$ cat config.mk
export PLATFORM = sky130hd
export DESIGN_NAME = cmd_stream_decoder
export DESIGN_NICKNAME = d
export VERILOG_FILES = /design/src/rtl/cmd_stream_decoder.sv
export SDC_FILE = /design/constraint.sdc
export NUM_CORES = 1
export LEC_CHECK = 0
export BUFFER_PORTS_ARGS = -buffer_cell sky130_fd_sc_hd__buf_2
export CAP_MARGIN = 20
export CORE_MARGIN = 3
export CORE_UTILIZATION = 51
export DETAILED_ROUTE_END_ITERATION = 7
export MAX_ROUTING_LAYER = met4
export PLACE_DENSITY = 0.75
export REMOVE_ABC_BUFFERS = 1
export SYNTH_ARGS = -nofsm -noshare
export SYNTH_HDL_FRONTEND = slang
export SYNTH_SLANG_ARGS = --single-unit
$ cat constraint.sdc
create_clock -name clk -period 3 [get_ports clk]
set_input_delay 0.75 -clock clk [delete_from_list [all_inputs] [get_ports clk]]
set_output_delay 0.75 -clock clk [all_outputs]
set_load 0.005 [all_outputs]
$ cat src/rtl/cmd_stream_decoder.sv
module cmd_stream_decoder #(
  parameter int NREG = 48,
  parameter logic [7:0] LEAD = 8'hAF
) (
  input  logic              clk,
  input  logic              rst_n,
  input  logic              in_valid,
  input  logic [7:0]        in_data,
  output logic [NREG*8-1:0] regs_o,
  output logic              locked_o,
  output logic              commit_o,
  output logic              copy_valid_o,
  output logic [23:0]       copy_src_o,
  output logic [7:0]        copy_cnt_o,
  output logic [23:0]       copy_dst_o,
  output logic [23:0]       base16_o,
  output logic [23:0]       base8_o,
  output logic [15:0]       pclk_o,
  output logic              depth24_o,
  output logic [7:0]        blank_o
);
  localparam logic [7:0] OP_WR = 8'h20, OP_CP = 8'h6A, LOCK_ADDR = 8'hFF;
  localparam int BLANK_IX = 'h1F, CP_LAST = 6;

  typedef enum logic [1:0] {S_LEAD, S_OP, S_WR, S_CP} st_t;
  st_t         st;
  logic [2:0]  idx;
  logic [7:0]  addr_q;
  logic [47:0] cp_sh;
  logic [7:0]  live [NREG];
  logic [7:0]  shadow [NREG];

  always_ff @(posedge clk) begin
    if (!rst_n) begin
      st <= S_LEAD;
      idx <= '0;
      addr_q <= '0;
      cp_sh <= '0;
      locked_o <= 1'b0;
      commit_o <= 1'b0;
      copy_valid_o <= 1'b0;
      copy_src_o <= '0;
      copy_cnt_o <= '0;
      copy_dst_o <= '0;
      for (int i = 0; i < NREG; i++) begin
        live[i]   <= (i == BLANK_IX) ? 8'h07 : 8'h00;
        shadow[i] <= (i == BLANK_IX) ? 8'h07 : 8'h00;
      end
    end else begin
      commit_o <= 1'b0;
      copy_valid_o <= 1'b0;
      if (in_valid) begin
        case (st)
          S_LEAD: if (in_data == LEAD) st <= S_OP;
          S_OP: begin
            idx <= '0;
            if (in_data == OP_WR)      st <= S_WR;
            else if (in_data == OP_CP) st <= S_CP;
            else                       st <= S_LEAD;
          end
          S_WR: begin
            if (idx == 3'd0) begin
              addr_q <= in_data;
              idx <= 3'd1;
            end else begin
              st <= S_LEAD;
              if (addr_q == LOCK_ADDR) begin
                if (in_data == 8'h00) locked_o <= 1'b1;
                else if (in_data == 8'hFF && locked_o) begin
                  locked_o <= 1'b0;
                  commit_o <= 1'b1;
                  for (int i = 0; i < NREG; i++) live[i] <= shadow[i];
                end
              end else begin
                for (int i = 0; i < NREG; i++)
                  if (addr_q == i[7:0]) begin
                    shadow[i] <= in_data;
                    if (!locked_o) live[i] <= in_data;
                  end
              end
            end
          end
          S_CP: begin
            cp_sh <= {cp_sh[39:0], in_data};
            idx <= idx + 3'd1;
            if (idx == 3'(CP_LAST)) begin
              st <= S_LEAD;
              copy_valid_o <= 1'b1;
              copy_src_o <= cp_sh[47:24];
              copy_cnt_o <= cp_sh[23:16];
              copy_dst_o <= {cp_sh[15:0], in_data};
            end
          end
          default: st <= S_LEAD;
        endcase
      end
    end
  end

  for (genvar g = 0; g < NREG; g++) begin : g_flat
    assign regs_o[g*8 +: 8] = live[g];
  end

  assign depth24_o = live['h00][0];
  assign blank_o   = live[BLANK_IX];
  assign base16_o  = {live['h20], live['h21], live['h22]};
  assign base8_o   = {live['h26], live['h27], live['h28]};
  assign pclk_o    = {live['h1C], live['h1B]};
endmodule


==> impl_metrics.yaml, run 1 <==
floorplan:
  io_pins: 527
  design.die.area_um2: 72100
  die_x_um: 269
  start_util: 0.519
  rows: 95
  core_um2: 67800
  die-height_um: 269
layout:
  drive_gt1_frac: 0.272
  finalNetCount: 3133
  nFillCells: 5047
  area_delta_synth_final_pct: 19.0
  seq_area_um2: 25500
  design_area_um2: 41800
  multiInputGateArea_um2: 8300
critical_path:
  crit_path_top_delay_cell: "or4b_2"
  startpoint_type: "flop"
  cp_cell_sequence: "or4b_2 -> buf_4 -> nor2_4 -> nand2_1 -> o21ai_1"
  cp_top_family: "simple AND/OR/NAND/NOR gates"
  cp-end-kind: "flop"
  worstSetupPathType: "flop to flop"
  required_ps: 3270
  crit_arrival_ps: 3100
  cp_max_fo: 11
  critical-path-max-stage-delay_ps: 650
  critical_path_buf_inv_count: 1
run:
  drv_cap: 0
outcome:
  outcome: "completed"
power_and_ir_drop:
  leakagePower_nw: 16.3
  p_per_area_nw_per_um2: 623
  ir_worst_vdd_mv: 0.413
placement:
  hpwl_um: 68800
  port_buffers: 526
  gp_congestion: 0.897
  placed_area_um2: 39000
yosys:
  synth_ff_type: "edfxtp_1"
  syn_avg_cell_area_um2: 13.4
  synth_edf_count: 768
  syn-cell-area_um2: 35100
  ys_ff_latch: 888
  ys_warn_count: 0
  ys_async_sr_fraction: 0
  postSynthCellCount: 2618
  synth_seq_area_share: 0.725
  yosysUniqueCellTypes: 57
routing:
  dr.pass1.iters: 6
  via_count: 24258
  drc: 0
  routedWlPerCell_um: 25.8
  drt_iter0_markers: 2881
  drtAntennaViolNets: 0
  via_per_inst: 5.97
  finalWirelength_um: 105000
cts:
  clock_path_buffers: 3
  numCtsBuffers: 87
  cts_root_buf: "clkbuf_16"
  cts_tree: "built"
  cts-hold-fix-buffers: 0
  clk_latency_ps: 640
  clk_pin_slew_ps: 70
  htree_num_levels: 3
  cts_sinks: 888
sta:
  slew_violations: 0
  min_period_over_period: 0.942
  setup_violations: 0
  tightestPinTransition_ps: 1070
  fmax_ghz: 0.354
  whs_ps: 453
  maxSlewHeadroom: 0.278
  hold_viol_final: 0
  skew_ps: 30.3
  rsz0062_at_grt: "false"
  min_period_ps: 2830
global_routing:
  grt_start_max_net_pins: 154
  grt_pass1_wl_um: 149000
  grt_usage: 0.293
  grt_pass1_vias: 22817
  overflow: 0
  antenna_found_initial: 3
hold_path:
  holdCritPathClass: "flop to flop"
cell usage in the layout, fill, tap and decap left out, drive strengths merged, types with 4 or more instances in the layout:
master | synthesis | routed
nor4 | 10 | 10
nand2b | 17 | 17
or3 | 5 | 5
clkbuf | 150 | 106
a32o | 14 | 14
dfxtp | 120 | 120
a21oi | 119 | 119
a22o | 241 | 241
nor3 | 16 | 16
buf | 131 | 689
and2 | 9 | 9
nand3 | 26 | 26
edfxtp | 768 | 768
or4b | 5 | 5
clkinvlp | 0 | 6
a22oi | 6 | 6
inv | 13 | 18
o2bb2ai | 6 | 6
o21ai | 62 | 62
nand4b | 4 | 4
bufinv | 0 | 6
clkinv | 1 | 41
nand2 | 428 | 428
nor2 | 308 | 308
and3 | 7 | 7
nand4 | 10 | 10
mux2i | 112 | 112
worst register-to-register path: cells and delay by family (launching register included):
family                 cells  cell delay (ps)
AND/OR/NAND/NOR            3             1140
AO/OA/AOI/OAI              1              590
flip-flops                 1              450
buffers and inverters      1              270
final cells by class:
type / count / area share
clock inverter: 57 / 0.0118
timing repair buffer: 693 / 0.0987
sequential: 888 / 0.609
inverter: 14 / 0.00147
tap: 873 / 0.0261
clock buffer: 102 / 0.0544
antenna: 2 / 0.000120
multi-input combinational: 1435 / 0.199
per-layer routing:
metal / share of wire / GRT usage
met1: 0.36 / 0.360
met2: 0.49 / 0.480
met3: 0.10 / 0.0541
met4: 0.044 / 0.120
met5: 0 / -
flip-flops by register name (all words and copies together), names as in the netlist:
name and count:
copy_src_o 24, addr_q 8, shadow 384, copy_valid_o 1
cp_sh 48, idx 3, live 384, copy_cnt_o 8
st 2, copy_dst_o 24, locked_o 1, commit_o 1
worst paths after layout:
| check | slack (ps) | cells after the start | startpoint | end |
|---|---|---|---|---|
| hold / removal | 450 | 2 | copy_src_o[22]$_SDFFE_PN0P_ | copy_src_o[22]$_SDFFE_PN0P_ |
| setup reg to reg | 170 | 5 | addr_q[4]$_SDFFE_PN0P_ | live[1][47]$_SDFFCE_PN0P_ |
| setup / recovery | 170 | 5 | addr_q[4]$_SDFFE_PN0P_ | live[1][47]$_SDFFCE_PN0P_ |
| hold reg to reg | 450 | 2 | copy_src_o[22]$_SDFFE_PN0P_ | copy_src_o[22]$_SDFFE_PN0P_ |
metrics by stage:
stage          instances  setup TNS, ps  worst slack [ps]  utilization  power [mW]
2_1_floorplan       2337       -1122700             -1970            -        14.8
3_3_place_gp        3894              0               156        0.576        15.6
3_5_place_dp        3895              0              23.0        0.576        15.7
4_1_cts             4054              0              55.3        0.617        26.1
5_1_grt             4064              0              47.4        0.617        26.8
6_report            4064              0               174        0.617        26.1
Yosys cell counts (3+ instances only):
cell type	n	area share
nand2_1	425	0.045
or4b_2	3	0.00085
o21ai_0	55	0.0078
o2bb2ai_1	6	0.0015
clkbuf_1	150	0.016
and2_1	8	0.0014
a22oi_1	6	0.0013
a21oi_1	119	0.017
nand3_1	25	0.0036
nor2_2	12	0.0021
mux2i_1	112	0.032
or4bb_1	3	0.00096
nor3_1	15	0.0021
a32o_1	14	0.0040
buf_2	23	0.0033
nor2_1	293	0.031
inv_1	13	0.0014
nand4b_1	4	0.0010
edfxtp_1	768	0.66
nand2_2	3	0.00053
and3_1	7	0.0012
nand4bb_1	3	0.00096
nor2b_1	3	0.00053
nand2b_1	17	0.0030
nor2_4	3	0.00096
nand4_1	9	0.0016
ha_1	3	0.0011
buf_4	93	0.020
a22o_1	241	0.060
dfxtp_1	120	0.068
nor4_1	8	0.0014
and4b_1	3	0.00085
or3_1	5	0.00089
o21ai_1	7	0.0010
buf_1	14	0.0015
power by group:
part | internal [mW] | switching (mW)
combinational | 0.354 | 0.834
sequential | 14.0 | 0.248
clock | 5.98 | 4.66
total | 20.3 | 5.75
timing repair:
action                                  in CTS  in global routing
gates resized for setup                      1                  0
buffers inserted                             0                  0
endpoints found under the setup margin       8                  0
cells by family after synthesis:
kind of cell	share of synthesized area
DFF	0.725
and+or+nand+nor	0.106
AOI/OAI and AO/OA	0.0940
buffers and inverters	0.0425
muxes	0.0319
adders and majority gates	0.00107
Note: power is estimated with default switching activity, not from simulation.
==> run 2: changes to the inputs <==
--- a/config.mk
+++ b/config.mk
@@ -8,10 +8,10 @@
 export BUFFER_PORTS_ARGS = -buffer_cell sky130_fd_sc_hd__buf_2
 export CAP_MARGIN = 20
 export CORE_MARGIN = 3
-export CORE_UTILIZATION = 51
+export CORE_UTILIZATION = 32
 export DETAILED_ROUTE_END_ITERATION = 7
 export MAX_ROUTING_LAYER = met4
-export PLACE_DENSITY = 0.75
+export PLACE_DENSITY = 0.52
 export REMOVE_ABC_BUFFERS = 1
 export SYNTH_ARGS = -nofsm -noshare
 export SYNTH_HDL_FRONTEND = slang
==> impl_metrics.yaml, run 2 (synthesized netlist as in run 1, its figures left out) <==
outcome:
  outcome: "completed"
floorplan:
  rows: 120
  die_x_um: 337
  start_util: 0.326
  core_um2: 108000
  design.die.area_um2: 114000
  die-height_um: 337
  io_pins: 527
global_routing:
  use_met3: 0.0386
  overflow: 0
  use_met1: 0.262
  grt_pass1_vias: 22570
  grt_pass1_wl_um: 164000
  grt_most_used_layer: "met2"
  use_met2: 0.335
  antenna_found_initial: 5
  grt_start_max_net_pins: 124
  grt_usage: 0.208
sta:
  hold_viol_final: 0
  min_period_over_period: 0.893
  min_period_ps: 2680
  skew_ps: 31.3
  worst_slack_ps: 321
  whs_ps: 423
  setup_violations: 0
  tightestPinTransition_ps: 859
  slew_violations: 0
  rsz0062_at_grt: "false"
  fmax_ghz: 0.373
  maxSlewHeadroom: 0.427
routing:
  drc: 0
  via_count: 23327
  routedWlPerCell_um: 25.6
  drtAntennaViolNets: 0
  drt_iter0_markers: 2055
  finalWirelength_um: 119000
  dr.pass1.iters: 5
  via_per_inst: 5.03
layout:
  nFillCells: 10142
  seq_area_um2: 25500
  area_delta_synth_final_pct: 22.8
  final_cell_mix: "768 x edfxtp_1, 525 x buf_2, 417 x nand2_1, 291 x nor2_1, 241 x a22o_1"
  finalNetCount: 3171
  top_regs: "live (384), shadow (384), cp_sh (48)"
  multiInputGateArea_um2: 8310
  layout_commonest_cell: "edfxtp_1"
  drive_gt1_frac: 0.282
  final_cells: 4639
  design_area_um2: 43200
  final_util: 0.400
cts:
  cts_sinks: 888
  cts-resized-gates: 0
  cts-hold-fix-buffers: 0
  cts_tree: "built"
  clk_pin_slew_ps: 60
  cts_root_buf: "clkbuf_16"
  numCtsBuffers: 98
  htree_num_levels: 3
  clk_latency_ps: 680
  post_cts_buffers: 0
  clock_path_buffers: 3
placement:
  pre_cts_ws_ps: 170
  port_buffers: 526
  hpwl_um: 77000
  dp.cells: 4460
  placed_area_um2: 40000
  gp_congestion: 0.798
power_and_ir_drop:
  ir_worst_vdd_mv: 0.461
  p_per_area_nw_per_um2: 634
  leakagePower_nw: 16.7
run:
  drv_cap: 0
critical_path:
  cp_max_fo: 13
  cp-end-kind: "flop"
  startpoint_type: "flop"
  required_ps: 3320
  crit_arrival_ps: 3000
  worstSetupPathType: "flop to flop"
hold_path:
  holdCritPathClass: "input port to flop"
-- run 2: cell count changes in the layout (fill, tap and decap cells not counted), moves of 4 or more --
cell       previous run  this run
buf_12               20        26
buf_2               529       525
buf_4               139       168
clkbuf_1             13        26
clkbuf_16            89        99
clkbuf_8              0         6
clkinv_1             21        13
clkinv_2             16        12
-- run 2: metrics by stage --
stage          power (mW)  setup TNS [ps]
2_1_floorplan        14.8        -1122700
3_3_place_gp         15.8               0
3_5_place_dp         15.8               0
4_1_cts              27.6               0
5_1_grt              28.3               0
6_report             27.4               0
-- run 2: critical path: stages (launching register included) --
cell and delay (ps):
dfxtp_1 560, buf_4 190, nand4b_1 510, nor2_4 450
nand2_1 270, nand2_1 350
-- run 2: area by class of cell --
cell class / instances / share of cell area
Tap cell: 1403 / 0.0407
Timing Repair Buffer: 720 / 0.102
Clock inverter: 45 / 0.0114
Antenna cell: 2 / 0.000116
Sequential cell: 888 / 0.590
Clock buffer: 132 / 0.0617
Inverter: 14 / 0.00142
Multi-Input combinational cell: 1435 / 0.193
-- run 2: report_power, final --
| group | internal (mW) | switching (mW) |
|---|---|---|
| clock network | 6.87 | 4.98 |
| registers | 14.0 | 0.264 |
| logic | 0.384 | 0.873 |
| total | 21.2 | 6.12 |
-- run 2: worst paths after layout --
kind | startpoint | end | slack (ps) | depth (start not counted)
max | addr_q[3]$_SDFFE_PN0P_ | shadow[1][88]$_SDFFCE_PN0P_ | 320 | 5
min | in_valid | idx[0]$_SDFFE_PN0P_ | 420 | 3
max reg2reg | addr_q[3]$_SDFFE_PN0P_ | shadow[1][88]$_SDFFCE_PN0P_ | 320 | 5
min reg2reg | copy_src_o[8]$_SDFFE_PN0P_ | copy_src_o[8]$_SDFFE_PN0P_ | 450 | 2
-- run 2: per-layer routing --
metal | vias up | wire length (um)
li1 | 10589 | -
met1 | 11646 | 49100
met2 | 903 | 57000
met3 | 189 | 8190
met4 | 0 | 4290
met5 | - | 0
==> run 3: changes to the inputs <==
--- a/config.mk
+++ b/config.mk
@@ -7,11 +7,13 @@
 export LEC_CHECK = 0
 export BUFFER_PORTS_ARGS = -buffer_cell sky130_fd_sc_hd__buf_2
 export CAP_MARGIN = 20
+export CELL_PAD_IN_SITES_DETAIL_PLACEMENT = 0
+export CELL_PAD_IN_SITES_GLOBAL_PLACEMENT = 1
 export CORE_MARGIN = 3
 export CORE_UTILIZATION = 32
 export DETAILED_ROUTE_END_ITERATION = 7
 export MAX_ROUTING_LAYER = met4
-export PLACE_DENSITY = 0.52
+export PLACE_DENSITY = 0.58
 export REMOVE_ABC_BUFFERS = 1
 export SYNTH_ARGS = -nofsm -noshare
 export SYNTH_HDL_FRONTEND = slang
==> constraint.sdc (replaced) <==
create_clock -name clk -period 3.3 [get_ports clk]
set_input_delay 0.825 -clock clk [delete_from_list [all_inputs] [get_ports clk]]
set_output_delay 0.825 -clock clk [all_outputs]
set_load 0.005 [all_outputs]
==> impl_metrics.yaml, run 3 (synthesized netlist as in run 1, its figures left out) <==
global_routing:
  overflow: 0
  use_met1: 0.259
  antenna_found_initial: 8
  use_met2: 0.347
  use_met3: 0.0377
  grt_pass1_vias: 22751
  grt_usage: 0.209
  grt_pass1_wl_um: 166000
  grt_most_used_layer: "met2"
  grt_start_max_net_pins: 151
layout:
  area_delta_synth_final_pct: 22.1
  design_area_um2: 42900
  top_regs: "live (384), shadow (384), cp_sh (48)"
  final_cell_mix: "768 x edfxtp_1, 531 x buf_2, 417 x nand2_1, 291 x nor2_1, 241 x a22o_1"
  drive_gt1_frac: 0.276
  finalNetCount: 3134
  nFillCells: 10128
  final_cells: 4600
  layout_commonest_cell: "edfxtp_1"
  antenna_cells: 0
routing:
  finalWirelength_um: 120000
  drt_iter0_markers: 2065
  via_per_inst: 5.17
  via_count: 23768
  routedWlPerCell_um: 26.0
  drc: 0
  drtAntennaViolNets: 0
  dr.pass1.iters: 8
sta:
  fmax_ghz: 0.333
  hold_viol_final: 0
  slew_violations: 0
  tns_ps: 0
  tightestPinTransition_ps: 1060
  maxSlewHeadroom: 0.286
  skew_ps: 50.0
  rsz0062_at_grt: "false"
  setup_violations: 0
  min_period_over_period: 0.910
  worst_slack_ps: 296
  min_period_ps: 3000
critical_path:
  cp-end-kind: "flop"
  startpoint_type: "flop"
  required_ps: 3600
  r2r_cells: 4
  critical-path-max-stage-delay_ps: 710
  critical_path_buf_inv_count: 0
  cp_top_family: "simple AND/OR/NAND/NOR gates"
  cp_cell_sequence: "nand4b_1 -> nor2_2 -> nand2_1 -> o21ai_1"
  crit_arrival_ps: 3310
  crit_path_top_delay_cell: "dfxtp_1"
  cp_max_fo: 21
  worstSetupPathType: "flop to flop"
  worstSetupPathDepth: 4
floorplan:
  rows: 120
  core_um2: 108000
  design.die.area_um2: 114000
  io_pins: 527
  die-height_um: 337
  start_util: 0.326
  die_x_um: 337
power_and_ir_drop:
  pwr-share-clk: 0.442
  ir_worst_vdd_mv: 0.386
  pwr-share-comb: 0.044
  switching_power_mw: 5.65
  swShare: 0.224
  internal-power_mw: 19.6
  sequentialPowerShare: 0.514
  leakagePower_nw: 16.5
  p_per_area_nw_per_um2: 588
cts:
  clk_pin_slew_ps: 60
  post_cts_buffers: 0
  cts-hold-fix-buffers: 0
  cts-resized-gates: 0
  cts_sinks: 888
  clock_path_buffers: 3
  cts_root_buf: "clkbuf_16"
  numCtsBuffers: 96
  htree_num_levels: 3
  clk_latency_ps: 680
  cts_tree: "built"
placement:
  placed_area_um2: 39600
  pre_cts_ws_ps: 109
  dp.cells: 4416
  port_buffers: 526
  hpwl_um: 77500
  gp_congestion: 0.821
hold_path:
  holdCritPathClass: "flop to flop"
  whs_path_depth: 2
run:
  drv_cap: 0
outcome:
  outcome: "completed"
[run 3: cell count changes in the layout (fill, tap and decap cells not counted), sizes merged]
cell	before	now
buf	720	681
bufinv	7	13
clkbuf	132	114
clkinv	31	43
clkinvlp	2	8
diode	2	0
inv	19	15
[run 3: metal layers]
metal / vias up / part of all wire
met1: 12048 / 0.41
met3: 184 / 0.073
met2: 1035 / 0.49
met4: 0 / 0.032
li1: 10501 / -
met5: - / 0
[run 3: area by class of cell]
class / count / area [um2] / share of cell area
Clock buffer: 110 / 2520 / 0.0587
Clock inverter: 65 / 759 / 0.0177
Inverter: 14 / 61.3 / 0.00143
Multi-Input combinational cell: 1435 / 8310 / 0.194
Sequential cell: 888 / 25500 / 0.594
Tap cell: 1403 / 1760 / 0.0409
Timing Repair Buffer: 685 / 4030 / 0.0939
[run 3: path summary, 6_finish.rpt]
| check | from | end | slack [ps] |
|---|---|---|---|
| setup / recovery | addr_q[1]$_SDFFE_PN0P_ | live[0][114]$_SDFFCE_PN0P_ | 300 |
| hold / removal | cp_sh[36]$_SDFFE_PN0P_ | cp_sh[44]$_SDFFE_PN0P_ | 450 |
| setup reg to reg | addr_q[1]$_SDFFE_PN0P_ | live[0][114]$_SDFFCE_PN0P_ | 300 |
| hold reg to reg | cp_sh[36]$_SDFFE_PN0P_ | cp_sh[44]$_SDFFE_PN0P_ | 450 |
[run 3: worst min-delay path, cell delays in order, from the launching register on]
cell,delay [ps]
dfxtp_1,320
nand2_1,60
a21oi_1,50
[run 3: power groups by stage]
stage | clock [mW] | sequential, mW | combinational, mW
2_1_floorplan | 0 | 13.1 | 0.315
3_3_place_gp | 0 | 13.2 | 1.13
3_5_place_dp | 0 | 13.2 | 1.13
4_1_cts | 11.4 | 13.0 | 1.14
5_1_grt | 11.8 | 13.0 | 1.20
6_report | 11.1 | 13.0 | 1.12
[run 3: per-stage QoR]
| step | util | hold WS [ps] | power (mW) |
|---|---|---|---|
| 6_report | 0.397 | 453 | 25.2 |
| 5_1_grt | 0.397 | 467 | 26.0 |
| 4_1_cts | 0.397 | 456 | 25.5 |
| 3_5_place_dp | 0.367 | 448 | 14.3 |
| 3_3_place_gp | 0.367 | 444 | 14.3 |
| 2_1_floorplan | - | 432 | 13.4 |
